File: config.mk
export PLATFORM = sky130hd
export DESIGN_NAME = spi_desc_seq
export DESIGN_NICKNAME = d
export VERILOG_FILES = /design/src/rtl/sds_pkg.sv /design/src/rtl/sds_regs.sv /design/src/rtl/sds_unpack.sv /design/src/rtl/sds_walker.sv /design/src/rtl/spi_desc_seq.sv
export SDC_FILE = /design/constraint.sdc
export NUM_CORES = 1
export LEC_CHECK = 0
export ABC_AREA = 1
export BUFFER_PORTS_ARGS = -buffer_cell sky130_fd_sc_hd__buf_2
export CELL_PAD_IN_SITES_DETAIL_PLACEMENT = 1
export CELL_PAD_IN_SITES_GLOBAL_PLACEMENT = 2
export CORE_MARGIN = 10
export CORE_UTILIZATION = 32
export CTS_CLUSTER_SIZE = 8
export DETAILED_ROUTE_END_ITERATION = 7
export PLACE_DENSITY = 0.87
export SKIP_CTS_REPAIR_TIMING = 1
export SLEW_MARGIN = 20
export SYNTH_ARGS = -nofsm -noshare
export SYNTH_HDL_FRONTEND = slang
export SYNTH_SLANG_ARGS = --single-unit
File: constraint.sdc
create_clock -name clk -period 12.1 [get_ports clk]
set_input_delay 1.21 -clock clk [delete_from_list [all_inputs] [get_ports clk]]
set_output_delay 1.21 -clock clk [all_outputs]
set_load 0.02 [all_outputs]
File: src/rtl/sds_pkg.sv
package sds_pkg;
  localparam int WORD_W     = 32;
  localparam int DESC_WORDS = 6;
  localparam int BCNT_W     = 20;

  localparam int START_BIT  = 31;
  localparam int STAT_ERR   = 8;
  localparam int STAT_DONE  = 11;

  localparam int SC_CNT_LSB  = 0;
  localparam int SC_SIZE_LSB = 20;
  localparam int SC_OP_LSB   = 24;
  localparam int SC_RXM_LSB  = 26;
  localparam int SC_TXM_LSB  = 28;
  localparam int SC_EOC_BIT  = 30;

  localparam int BC_LANE_LSB = 20;
  localparam int BC_NULL_BIT = 25;
  localparam int BC_KEEP_BIT = 29;

  localparam logic [1:0] RA_LO   = 2'd0;
  localparam logic [1:0] RA_HI   = 2'd1;
  localparam logic [1:0] RA_STAT = 2'd2;
  localparam logic [1:0] RA_EN   = 2'd3;

  typedef enum logic [1:0] {OP_WCMD, OP_RSTS, OP_WRITE, OP_READ} op_e;
  typedef enum logic [1:0] {DM_NONE, DM_REG, DM_MEM, DM_LIST} dmode_e;
  typedef enum logic [1:0] {ST_IDLE, ST_FETCH, ST_ISSUE} wstate_e;

  typedef struct packed {
    op_e               op;
    logic [2:0]        blk_size;
    logic [BCNT_W-1:0] blk_cnt;
    dmode_e            tx_mode;
    dmode_e            rx_mode;
    logic [1:0]        lane;
    logic              keep_cs;
    logic              null_clk;
    logic [63:0]       tx_addr;
    logic [63:0]       rx_addr;
  } cmd_t;
endpackage

File: src/rtl/sds_regs.sv
module sds_regs
  import sds_pkg::*;
#(
  parameter int ADDR_W = 64
) (
  input  logic              clk,
  input  logic              rst_n,
  input  logic              we,
  input  logic [1:0]        addr,
  input  logic [WORD_W-1:0] wdata,
  output logic [WORD_W-1:0] rdata,
  input  logic              busy,
  input  logic              hw_done,
  input  logic              hw_err,
  output logic              start,
  output logic              abort,
  output logic [ADDR_W-1:0] start_base,
  output logic [1:0]        stat_bits,
  output logic [1:0]        en_bits
);
  localparam int HI_W = WORD_W - 1;

  logic [WORD_W-1:0] lo_q;
  logic [HI_W-1:0]   hi_q;
  logic [1:0]        stat_q, stat_d, en_q, clr, set;
  logic              hit_hi, lo_en, hi_en, en_en;

  always_comb begin
    hit_hi = we && (addr == RA_HI);
    start  = hit_hi && wdata[START_BIT] && !busy;
    abort  = hit_hi && (wdata == '0) && busy;
    lo_en  = we && (addr == RA_LO) && !busy;
    hi_en  = hit_hi && !busy;
    en_en  = we && (addr == RA_EN);
    clr    = (we && (addr == RA_STAT)) ? {wdata[STAT_DONE], wdata[STAT_ERR]} : 2'b00;
    set    = {hw_done & en_q[1], hw_err};
    stat_d = (stat_q & ~clr) | set;
    start_base = ADDR_W'({1'b0, wdata[HI_W-1:0], lo_q});
  end

  always_ff @(posedge clk or negedge rst_n) begin
    if (!rst_n) begin
      lo_q   <= '0;
      hi_q   <= '0;
      stat_q <= '0;
      en_q   <= '0;
    end else begin
      if (lo_en) lo_q <= wdata;
      if (hi_en) hi_q <= wdata[HI_W-1:0];
      if (en_en) en_q <= {wdata[STAT_DONE], wdata[STAT_ERR]};
      stat_q <= stat_d;
    end
  end

  always_comb begin
    rdata = '0;
    case (addr)
      RA_LO:   rdata = lo_q;
      RA_HI:   rdata = {busy, hi_q};
      RA_STAT: begin
        rdata[STAT_DONE] = stat_q[1];
        rdata[STAT_ERR]  = stat_q[0];
      end
      default: begin
        rdata[STAT_DONE] = en_q[1];
        rdata[STAT_ERR]  = en_q[0];
      end
    endcase
  end

  assign stat_bits = stat_q;
  assign en_bits   = en_q;
endmodule

File: src/rtl/sds_unpack.sv
module sds_unpack
  import sds_pkg::*;
(
  input  logic [DESC_WORDS*WORD_W-1:0] desc_words,
  output cmd_t                         cmd
);
  logic [WORD_W-1:0] w [DESC_WORDS];

  for (genvar g = 0; g < DESC_WORDS; g++) begin : g_split
    assign w[g] = desc_words[g*WORD_W +: WORD_W];
  end

  always_comb begin
    cmd.blk_cnt  = w[0][SC_CNT_LSB +: BCNT_W];
    cmd.blk_size = w[0][SC_SIZE_LSB +: 3];
    cmd.op       = op_e'(w[0][SC_OP_LSB +: 2]);
    cmd.rx_mode  = dmode_e'(w[0][SC_RXM_LSB +: 2]);
    cmd.tx_mode  = dmode_e'(w[0][SC_TXM_LSB +: 2]);
    cmd.lane     = w[1][BC_LANE_LSB +: 2];
    cmd.null_clk = w[1][BC_NULL_BIT];
    cmd.keep_cs  = w[1][BC_KEEP_BIT];
    cmd.tx_addr  = {w[3], w[2]};
    cmd.rx_addr  = {w[5], w[4]};
  end
endmodule

File: src/rtl/sds_walker.sv
module sds_walker
  import sds_pkg::*;
#(
  parameter int ADDR_W = 64
) (
  input  logic                         clk,
  input  logic                         rst_n,
  input  logic                         start,
  input  logic                         abort,
  input  logic [ADDR_W-1:0]            start_base,
  output logic                         mem_req,
  output logic [ADDR_W-1:0]            mem_addr,
  input  logic                         mem_rvalid,
  input  logic                         mem_rerr,
  input  logic [WORD_W-1:0]            mem_rdata,
  output logic                         cmd_valid,
  input  logic                         cmd_done,
  output logic [DESC_WORDS*WORD_W-1:0] desc_words,
  output logic                         busy,
  output logic                         chain_done,
  output logic                         desc_err
);
  localparam int              IDX_W   = $clog2(DESC_WORDS);
  localparam int              BSHIFT  = $clog2(WORD_W / 8);
  localparam logic [IDX_W-1:0] LAST   = IDX_W'(DESC_WORDS - 1);
  localparam logic [ADDR_W-1:0] STRIDE = ADDR_W'(DESC_WORDS * (WORD_W / 8));

  wstate_e           state_q, state_d;
  logic [IDX_W-1:0]  idx_q, idx_d;
  logic [ADDR_W-1:0] base_q, base_d;
  logic              word_we;
  logic [WORD_W-1:0] words_q [DESC_WORDS];

  always_comb begin
    state_d    = state_q;
    idx_d      = idx_q;
    base_d     = base_q;
    word_we    = 1'b0;
    chain_done = 1'b0;
    desc_err   = 1'b0;
    case (state_q)
      ST_IDLE: if (start) begin
        state_d = ST_FETCH;
        idx_d   = '0;
        base_d  = start_base;
      end
      ST_FETCH: if (mem_rvalid) begin
        if (mem_rerr) begin
          desc_err = 1'b1;
          state_d  = ST_IDLE;
        end else begin
          word_we = 1'b1;
          if (idx_q == LAST) begin
            idx_d   = '0;
            state_d = ST_ISSUE;
          end else begin
            idx_d = idx_q + 1'b1;
          end
        end
      end
      ST_ISSUE: if (cmd_done) begin
        if (words_q[0][SC_EOC_BIT]) begin
          chain_done = 1'b1;
          state_d    = ST_IDLE;
        end else begin
          base_d  = base_q + STRIDE;
          state_d = ST_FETCH;
        end
      end
      default: state_d = ST_IDLE;
    endcase
    if (abort) begin
      state_d    = ST_IDLE;
      word_we    = 1'b0;
      chain_done = 1'b0;
      desc_err   = 1'b0;
    end
  end

  always_ff @(posedge clk or negedge rst_n) begin
    if (!rst_n) begin
      state_q <= ST_IDLE;
      idx_q   <= '0;
      base_q  <= '0;
    end else begin
      state_q <= state_d;
      idx_q   <= idx_d;
      base_q  <= base_d;
    end
  end

  for (genvar g = 0; g < DESC_WORDS; g++) begin : g_word
    always_ff @(posedge clk or negedge rst_n) begin
      if (!rst_n) begin
        words_q[g] <= '0;
      end else if (word_we && (idx_q == IDX_W'(g))) begin
        words_q[g] <= mem_rdata;
      end
    end
    assign desc_words[g*WORD_W +: WORD_W] = words_q[g];
  end

  assign mem_req   = (state_q == ST_FETCH);
  assign mem_addr  = base_q + (ADDR_W'(idx_q) << BSHIFT);
  assign cmd_valid = (state_q == ST_ISSUE);
  assign busy      = (state_q != ST_IDLE);
endmodule

File: src/rtl/spi_desc_seq.sv
module spi_desc_seq
  import sds_pkg::*;
(
  input  logic        clk,
  input  logic        rst_n,
  input  logic        reg_we,
  input  logic [1:0]  reg_addr,
  input  logic [31:0] reg_wdata,
  output logic [31:0] reg_rdata,
  output logic        irq,
  output logic        mem_req,
  output logic [63:0] mem_addr,
  input  logic        mem_rvalid,
  input  logic        mem_rerr,
  input  logic [31:0] mem_rdata,
  output logic        cmd_valid,
  input  logic        cmd_done,
  output logic [1:0]  cmd_op,
  output logic [2:0]  cmd_blk_size,
  output logic [19:0] cmd_blk_cnt,
  output logic [1:0]  cmd_tx_mode,
  output logic [1:0]  cmd_rx_mode,
  output logic [1:0]  cmd_lane,
  output logic        cmd_keep_cs,
  output logic        cmd_null_clk,
  output logic [63:0] cmd_tx_addr,
  output logic [63:0] cmd_rx_addr
);
  localparam int ADDR_W = 64;

  logic [1:0]                   rs_q;
  logic                         rst_sync_n;
  logic                         busy, start_req, abort_req, hw_done, hw_err;
  logic [ADDR_W-1:0]            start_base;
  logic [1:0]                   stat_bits, en_bits;
  logic [DESC_WORDS*WORD_W-1:0] desc_words;
  cmd_t                         cmd;

  always_ff @(posedge clk or negedge rst_n) begin
    if (!rst_n) rs_q <= 2'b00;
    else        rs_q <= {rs_q[0], 1'b1};
  end
  assign rst_sync_n = rs_q[1];

  sds_regs #(.ADDR_W(ADDR_W)) u_regs (
    .clk(clk), .rst_n(rst_sync_n), .we(reg_we), .addr(reg_addr),
    .wdata(reg_wdata), .rdata(reg_rdata), .busy(busy),
    .hw_done(hw_done), .hw_err(hw_err), .start(start_req),
    .abort(abort_req), .start_base(start_base),
    .stat_bits(stat_bits), .en_bits(en_bits)
  );

  sds_walker #(.ADDR_W(ADDR_W)) u_walk (
    .clk(clk), .rst_n(rst_sync_n), .start(start_req), .abort(abort_req),
    .start_base(start_base), .mem_req(mem_req), .mem_addr(mem_addr),
    .mem_rvalid(mem_rvalid), .mem_rerr(mem_rerr), .mem_rdata(mem_rdata),
    .cmd_valid(cmd_valid), .cmd_done(cmd_done), .desc_words(desc_words),
    .busy(busy), .chain_done(hw_done), .desc_err(hw_err)
  );

  sds_unpack u_unpack (.desc_words(desc_words), .cmd(cmd));

  assign irq          = |(stat_bits & en_bits);
  assign cmd_op       = cmd.op;
  assign cmd_blk_size = cmd.blk_size;
  assign cmd_blk_cnt  = cmd.blk_cnt;
  assign cmd_tx_mode  = cmd.tx_mode;
  assign cmd_rx_mode  = cmd.rx_mode;
  assign cmd_lane     = cmd.lane;
  assign cmd_keep_cs  = cmd.keep_cs;
  assign cmd_null_clk = cmd.null_clk;
  assign cmd_tx_addr  = cmd.tx_addr;
  assign cmd_rx_addr  = cmd.rx_addr;
endmodule

## After elaboration in Yosys (flattened, before gate mapping)

Index checks and enable logic that the tools add are counted.

| cells by class | value |
|---|---|
| bitwise logic cells | 5 |
| reductions and logical operators | 28 |
| add/subtract/negate cells | 3 |
| equality and inequality tests | 19 |
| multiplexer cells | 35 |

Operators by type and width:

| cell | count |
|---|---|
| 64-bit 2-to-1 mux | 3 |
| 64-bit one-hot mux with 2 select lines | 1 |
| 64-bit by 5-bit adder with 64-bit output | 1 |
| 64-bit by 5-bit adder with 64-bit output, second input constant | 1 |
| 20-bit one-hot mux with 2 select lines | 1 |
| 32-bit zero test | 1 |
| 1-bit logical AND | 16 |
| 8-bit one-hot mux with 2 select lines | 1 |
| 2-bit 2-to-1 mux | 7 |
| 1-bit 2-to-1 mux | 13 |
| 3-bit 2-to-1 mux | 4 |
| 4-bit AND reduction | 3 |
| 2-bit equality test, second input constant | 3 |
| 3-bit by 2-bit equality test with 1-bit output, second input constant | 2 |
| 3-bit equality test, second input constant | 2 |
| 2-bit inequality test, second input constant | 3 |
| 3-bit by 1-bit inequality test with 1-bit output, second input constant | 2 |
| 1-bit one-hot mux with 3 select lines | 2 |
| 2-bit one-hot mux with 3 select lines | 1 |
| 3-bit one-hot mux with 2 select lines | 1 |
| 2-bit nonzero test | 3 |
| 2-bit AND | 2 |
| 2-bit by 1-bit equality test with 1-bit output, second input constant | 2 |
| 2-bit zero test | 2 |
| other kinds (12) | 13 |

| storage, ports and cells | value |
|---|---|
| word-level logic and storage cells | 104 |
| register bits after elaboration | 327 |
| input port bits | 72 |
| output and inout port bits | 260 |

## Logic depth before layout (Yosys ltp)

| logic depth | value |
|---|---|
| depth after elaboration | 7 |
| mapped depth | 13 |
| mapped depth without buffers | 12 |

## Cells and area by module

From an unflattened synthesis, not the netlist that was laid out.

| unflattened totals | value |
|---|---|
| cells, all modules | 2271 |
| area, all modules | 18034.8 um^2 |

By module, submodules not included:

| module | cells an instance | instances | area an instance (um^2) | seq. area each (um^2) |
|---|---|---|---|---|
| sds_walker | 1734 | 1 | 13354.1 | 6531.3 |
| sds_regs | 370 | 1 | 3407.0 | 1676.6 |
| sds_unpack | 161 | 1 | 1208.7 | 0.0 |
| spi_desc_seq | 6 | 1 | 65.1 | 50.0 |

## Worst setup path before layout

No wires, ideal clock.

| timing | value |
|---|---|
| path kind | input -> output |
| from | input port reg_addr[1] |
| to | output port reg_rdata[16] |
| data arrival time | 2390 ps |
| data required time | 10890 ps |
| path buffers | 2 |
| slack | 8500 ps |
| stages on the path | 5 |
| path through | buf_2 nor2_2 inv_1 clkbuf_1 o21ai_0 |

| on the way | value |
|---|---|
| cells in the longest elaborated chain, start to end | 2 |
| elaborated cells between the ends (all ways) | 3 |
| those cells by class | 1 x eq/ne; 1 x mux; 1 x reduce/logical |

Ends and longest elaborated chain:

| what | RTL line | source |
|---|---|---|
| from (decl) | spi_desc_seq.sv:7 | `input logic [1:0] reg_addr,` |
| 2-bit by 1-bit equality test with 1-bit output or 2-bit zero test (tied branches) | sds_regs.sv:57 | `case (addr)` |
| 20-bit one-hot mux with 2 select lines (*) | sds_regs.sv:57 |  |
| to (decl) | spi_desc_seq.sv:9 | `output logic [31:0] reg_rdata,` |

Every way passes the cells marked *; elsewhere a longest branch is shown, timed or not.

## Worst setup path after layout

| timing | value |
|---|---|
| from | register u_walk.idx_q[0] |
| to | output port mem_addr[36] |

| on the way | value |
|---|---|
| cells in the longest elaborated chain, start to end | 1 |

Ends and longest elaborated chain:

| what | RTL line | source |
|---|---|---|
| from (decl) | sds_walker.sv:29 | `logic [IDX_W-1:0] idx_q, idx_d;` |
| from (signal assigned) | sds_walker.sv:87 | `idx_q <= idx_d;` |
| 64-bit by 5-bit adder with 64-bit output | sds_walker.sv:104 | `assign mem_addr = base_q + (ADDR_W'(idx_q) << BSHIFT);` |
| to (decl) | spi_desc_seq.sv:12 | `output logic [63:0] mem_addr,` |

No other way between the ends.

==> metrics list <==
- The flow ran to the end, and the final reports show no timing, DRC or antenna violations.
- The tree built by TritonCTS fans out to 300 sinks.
- The die covers 63800 µm².
- DR vias/cell: ~5.3
- Across the run, the number of max-cap violations was 0.
- After layout, the worst path uses between 30% and 40% of the clock period.
- Clk pin slew, worst setup/hold paths: roughly 0.050 ns
- Number of flip-flops and latches in the synthesized netlist: 300
- Detailed placement ended at an HPWL of about 55 mm.
- Buffers inserted during clock tree synthesis total between 40 and 50.
* Unrepaired setup endpoints after global routing: false
- At the end of the flow, the number of nets in the layout was roughly 2500.
- The analysis attributes to cell leakage a power of between 10 and 15 nW.
* Total wire length: approximately 74 mm
* Fraction of synthesized cell area taken by the top area cell type: 43.4%
- In the routed design, unresolved DRC markers number 0.
- DR vias: around 17000
- Nets in the synthesized netlist: between 2000 and 2500
- Remaining global-route overflow: 0
- By startpoint and endpoint, the worst setup path is classified as register to primary output.
- CTS built an H-tree with a depth of 2.
- ANT nets after route: 0
- Count of flip-flops with a built-in enable after synthesis: 0
* Share of cells above drive strength 1: roughly 18%
* Power per standard cell area: about 240 nW/µm²
* TNS Setup: 0 ns
- Synthesis handed over a netlist of 2336 instances.
- The congestion estimate from routability-driven global placement came to ~0.94.
- Router iterations before antenna repair: 5
- In the synthesized netlist the async set-or-reset flop fraction comes to 100%.
- By area, the combinational part of the netlist is dominated by simple AND/OR/NAND/NOR gates.
- The max-slew violation count is 0.
- In this run the cell area of the synthesized design comes to about 17000 µm².
- Arrival time of data at the critical path endpoint: around 3.6 ns
* Core area: 53700 µm²
- Area grow syn2layout: 13.2%
- Worst Setup Slack, final: 7.31 ns
- The worst hold path belongs to the class register to async pin.
- DIE HEIGHT: between 200 and 300 µm
- Maximum clock frequency: about 210 MHz
* Yosys cell types: 37
- STA classifies the critical path startpoint as a register.
- Post-DR wirelength/cell: 23.4 µm
* Worst clock skew on the final layout: 0.0410 ns
- Sequential area share after synthesis: 43.4%
* CTS root buffer: clkbuf_16
- The via count of the first global-routing pass came to 17300.
- Arithmetic-cell share of the synthesized area counting full adders, half adders and majority gates: less than 1%
* Compound-Gate Fraction of Synth Area: about 7%
- TritonCTS clock tree: yes
* All-layer global routing usage: a little under a quarter
- Yosys synthesis warning count: 0
- In this run the core area contains between 80 and 90 standard-cell rows.
- Largest net degree at the start of global routing: 113
- The count of buffers added on input and output ports is ~330.
- The largest total area in the synthesized netlist belongs to dfrtp_1.
- Buffer depth of the longest clock path: 3
- DRC marker count from the first detailed-route iteration: around 1100
- R2r worst-path depth: 10
- The first global-routing pass estimated between 100 and 150 mm of wire.
- The initial utilization of the core area, before any placement, comes to 32.2%.
* Worst slew margin: between 30% and 40%
- The total count of hold-check failures in the final report is 0.
* Clock insertion delay at the later pin of the skew report: a little under 0.6 ns
* Share of the synthesized netlist area taken by xor and xnor gates: 3.54%
* Final setup violation count: 0
- Actual slew at the worst max-slew pin: between 1 and 1.5 ns
- Per-instance average area after synthesis: between 7 and 8 µm²
* Largest fanout on the critical path: 8
- Tmin final: ~4.8 ns
* Pre-CTS setup slack: approximately 7.8 ns
- Portion of netlist area occupied by mux cells: 0%
- Of the total synthesized cell area, the portion taken by AND, OR, NAND and NOR gates is 32.1%.
- Io pins: 332
- Measured along the x axis, the die boundary spans approximately 250 µm.
* Number of antenna violations at the first check in global routing: 8
* Max IR drop VDD: 0.000110 V
* CP Data Required Time: about 11 ns
- Type of element capturing the critical path: primary output
- Cells taking the most area after synthesis: dfrtp_1 43%, nand2_1 17%, buf_4 7.3%
* Post-synth top flop: dfrtp_1
==> placed cells by master (no fill, tap or decap), types with 2 or more instances in the layout <==
cell / count
a21oi_1: 58
a22o_1: 10
nor2_4: 2
clkinv_2: 2
diode_2: 3
xor2_1: 62
inv_2: 7
nor2_2: 16
buf_4: 16
clkbuf_16: 45
nand2_1: 791
nor2_1: 161
nand3_1: 108
clkbuf_1: 5
o22ai_1: 3
o21a_1: 2
nand4_1: 194
inv_1: 163
buf_6: 3
nor3_1: 7
nand3_4: 2
xnor2_1: 8
o21ai_0: 140
buf_2: 331
clkbuf_8: 2
ha_1: 5
o21ai_1: 10
dfrtp_1: 299
==> worst paths after layout <==
check | slack [ns] | start | end
setup / recovery | 7.31 | u_walk.idx_q[0]$_DFFE_PN0P_ | mem_addr[36]
hold / removal | 0.32 | rs_q[1]$_DFF_PN0_ | u_walk.desc_words[133]$_DFFE_PN0P_
setup reg to reg | 8.50 | u_walk.state_q[1]$_DFFE_PN0P_ | u_walk.base_q[23]$_DFFE_PN0P_
hold reg to reg | 0.32 | rs_q[1]$_DFF_PN0_ | u_walk.desc_words[133]$_DFFE_PN0P_
max in group asynchronous | 9.49 | rs_q[1]$_DFF_PN0_ | u_walk.base_q[36]$_DFFE_PN0P_
min in group clk | 0.36 | rs_q[0]$_DFF_PN0_ | rs_q[1]$_DFF_PN0_
==> cell type report <==
type,count,area [µm²]
sequential,300,7510
timing repair buffer,350,1810
inverter,171,644
clock inverter,6,76.3
tap,696,871
antenna,3,7.51
multi-input combinational,1594,7510
clock buffer,52,1170
fill,6684,34100
==> flip-flops by register name, summed over array words and instances (netlist names) <==
name / flops
u_walk.base_q: 64
u_regs.lo_q: 32
u_regs.en_bits: 2
u_regs.hi_q: 31
u_regs.stat_bits: 2
rs_q: 2
u_walk.desc_words: 162
u_walk.state_q: 2
u_walk.idx_q: 3
==> power by group <==
| group | switching (W) | total [W] | internal [W] |
|---|---|---|---|
| combinational | 0.00126 | 0.00177 | 0.000510 |
| sequential | 0.000384 | 0.00174 | 0.00136 |
| clock | 0.000490 | 0.00117 | 0.000680 |
| total | 0.00213 | 0.00468 | 0.00255 |
==> Yosys cell counts (all sizes together), types with 10 or more instances <==
cell / count
a21oi: 58
a22o: 10
buf: 207
clkbuf: 64
dfrtp: 300
inv: 171
nand2: 792
nand3: 111
nand4: 196
nor2: 179
o21ai: 150
xor2: 62
==> worst max-delay path, stage by stage, from the launching register on <==
cell     delay, ns
dfrtp_1       0.42
ha_1          0.23
inv_1         0.09
fa_1          0.42
inv_1         0.07
nand2_1       0.05
nand2_1       0.06
nand2_1       0.28
nor2_4        0.32
nand2_1       0.14
nor2_1        0.37
nand3_1       0.15
xor2_1        0.19
buf_2         0.19
==> per-layer routing <==
metal  vias up  share of wire, %  track usage (%)  wire length, µm
met4         8               2.9             7.01             2140
met3       125               6.3             4.30             4670
met1      8528                43             29.2            32000
li1       7673                 -                -                -
met5         -             0.077                0               57
met2       491                48             37.5            35500
==> stage by stage <==
step / area, µm² / power, W / util [%] / instances / hold WS, ns
final: 19600 / 0.00468 / 36.5 / 3172 / 0.323
after detailed placement: 18300 / 0.00352 / 34.1 / 3111 / 0.346
after floorplan: 17300 / 0.00292 / - / 2336 / 0.331
after CTS: 19600 / 0.00471 / 36.4 / 3169 / 0.343
after global routing: 19600 / 0.00494 / 36.5 / 3171 / 0.371
after global placement: 18300 / 0.00347 / 34.1 / 3111 / 0.338
==> cells by family after synthesis <==
logic type                 Yosys count
and+or+nand+nor                   1288
buffers and inverters              442
DFF                                300
AOI/OAI and AO/OA                  229
xor gates and xnor gates            70
adders and majority gates            6
other                                1
Note: power is estimated with default switching activity, not from simulation.
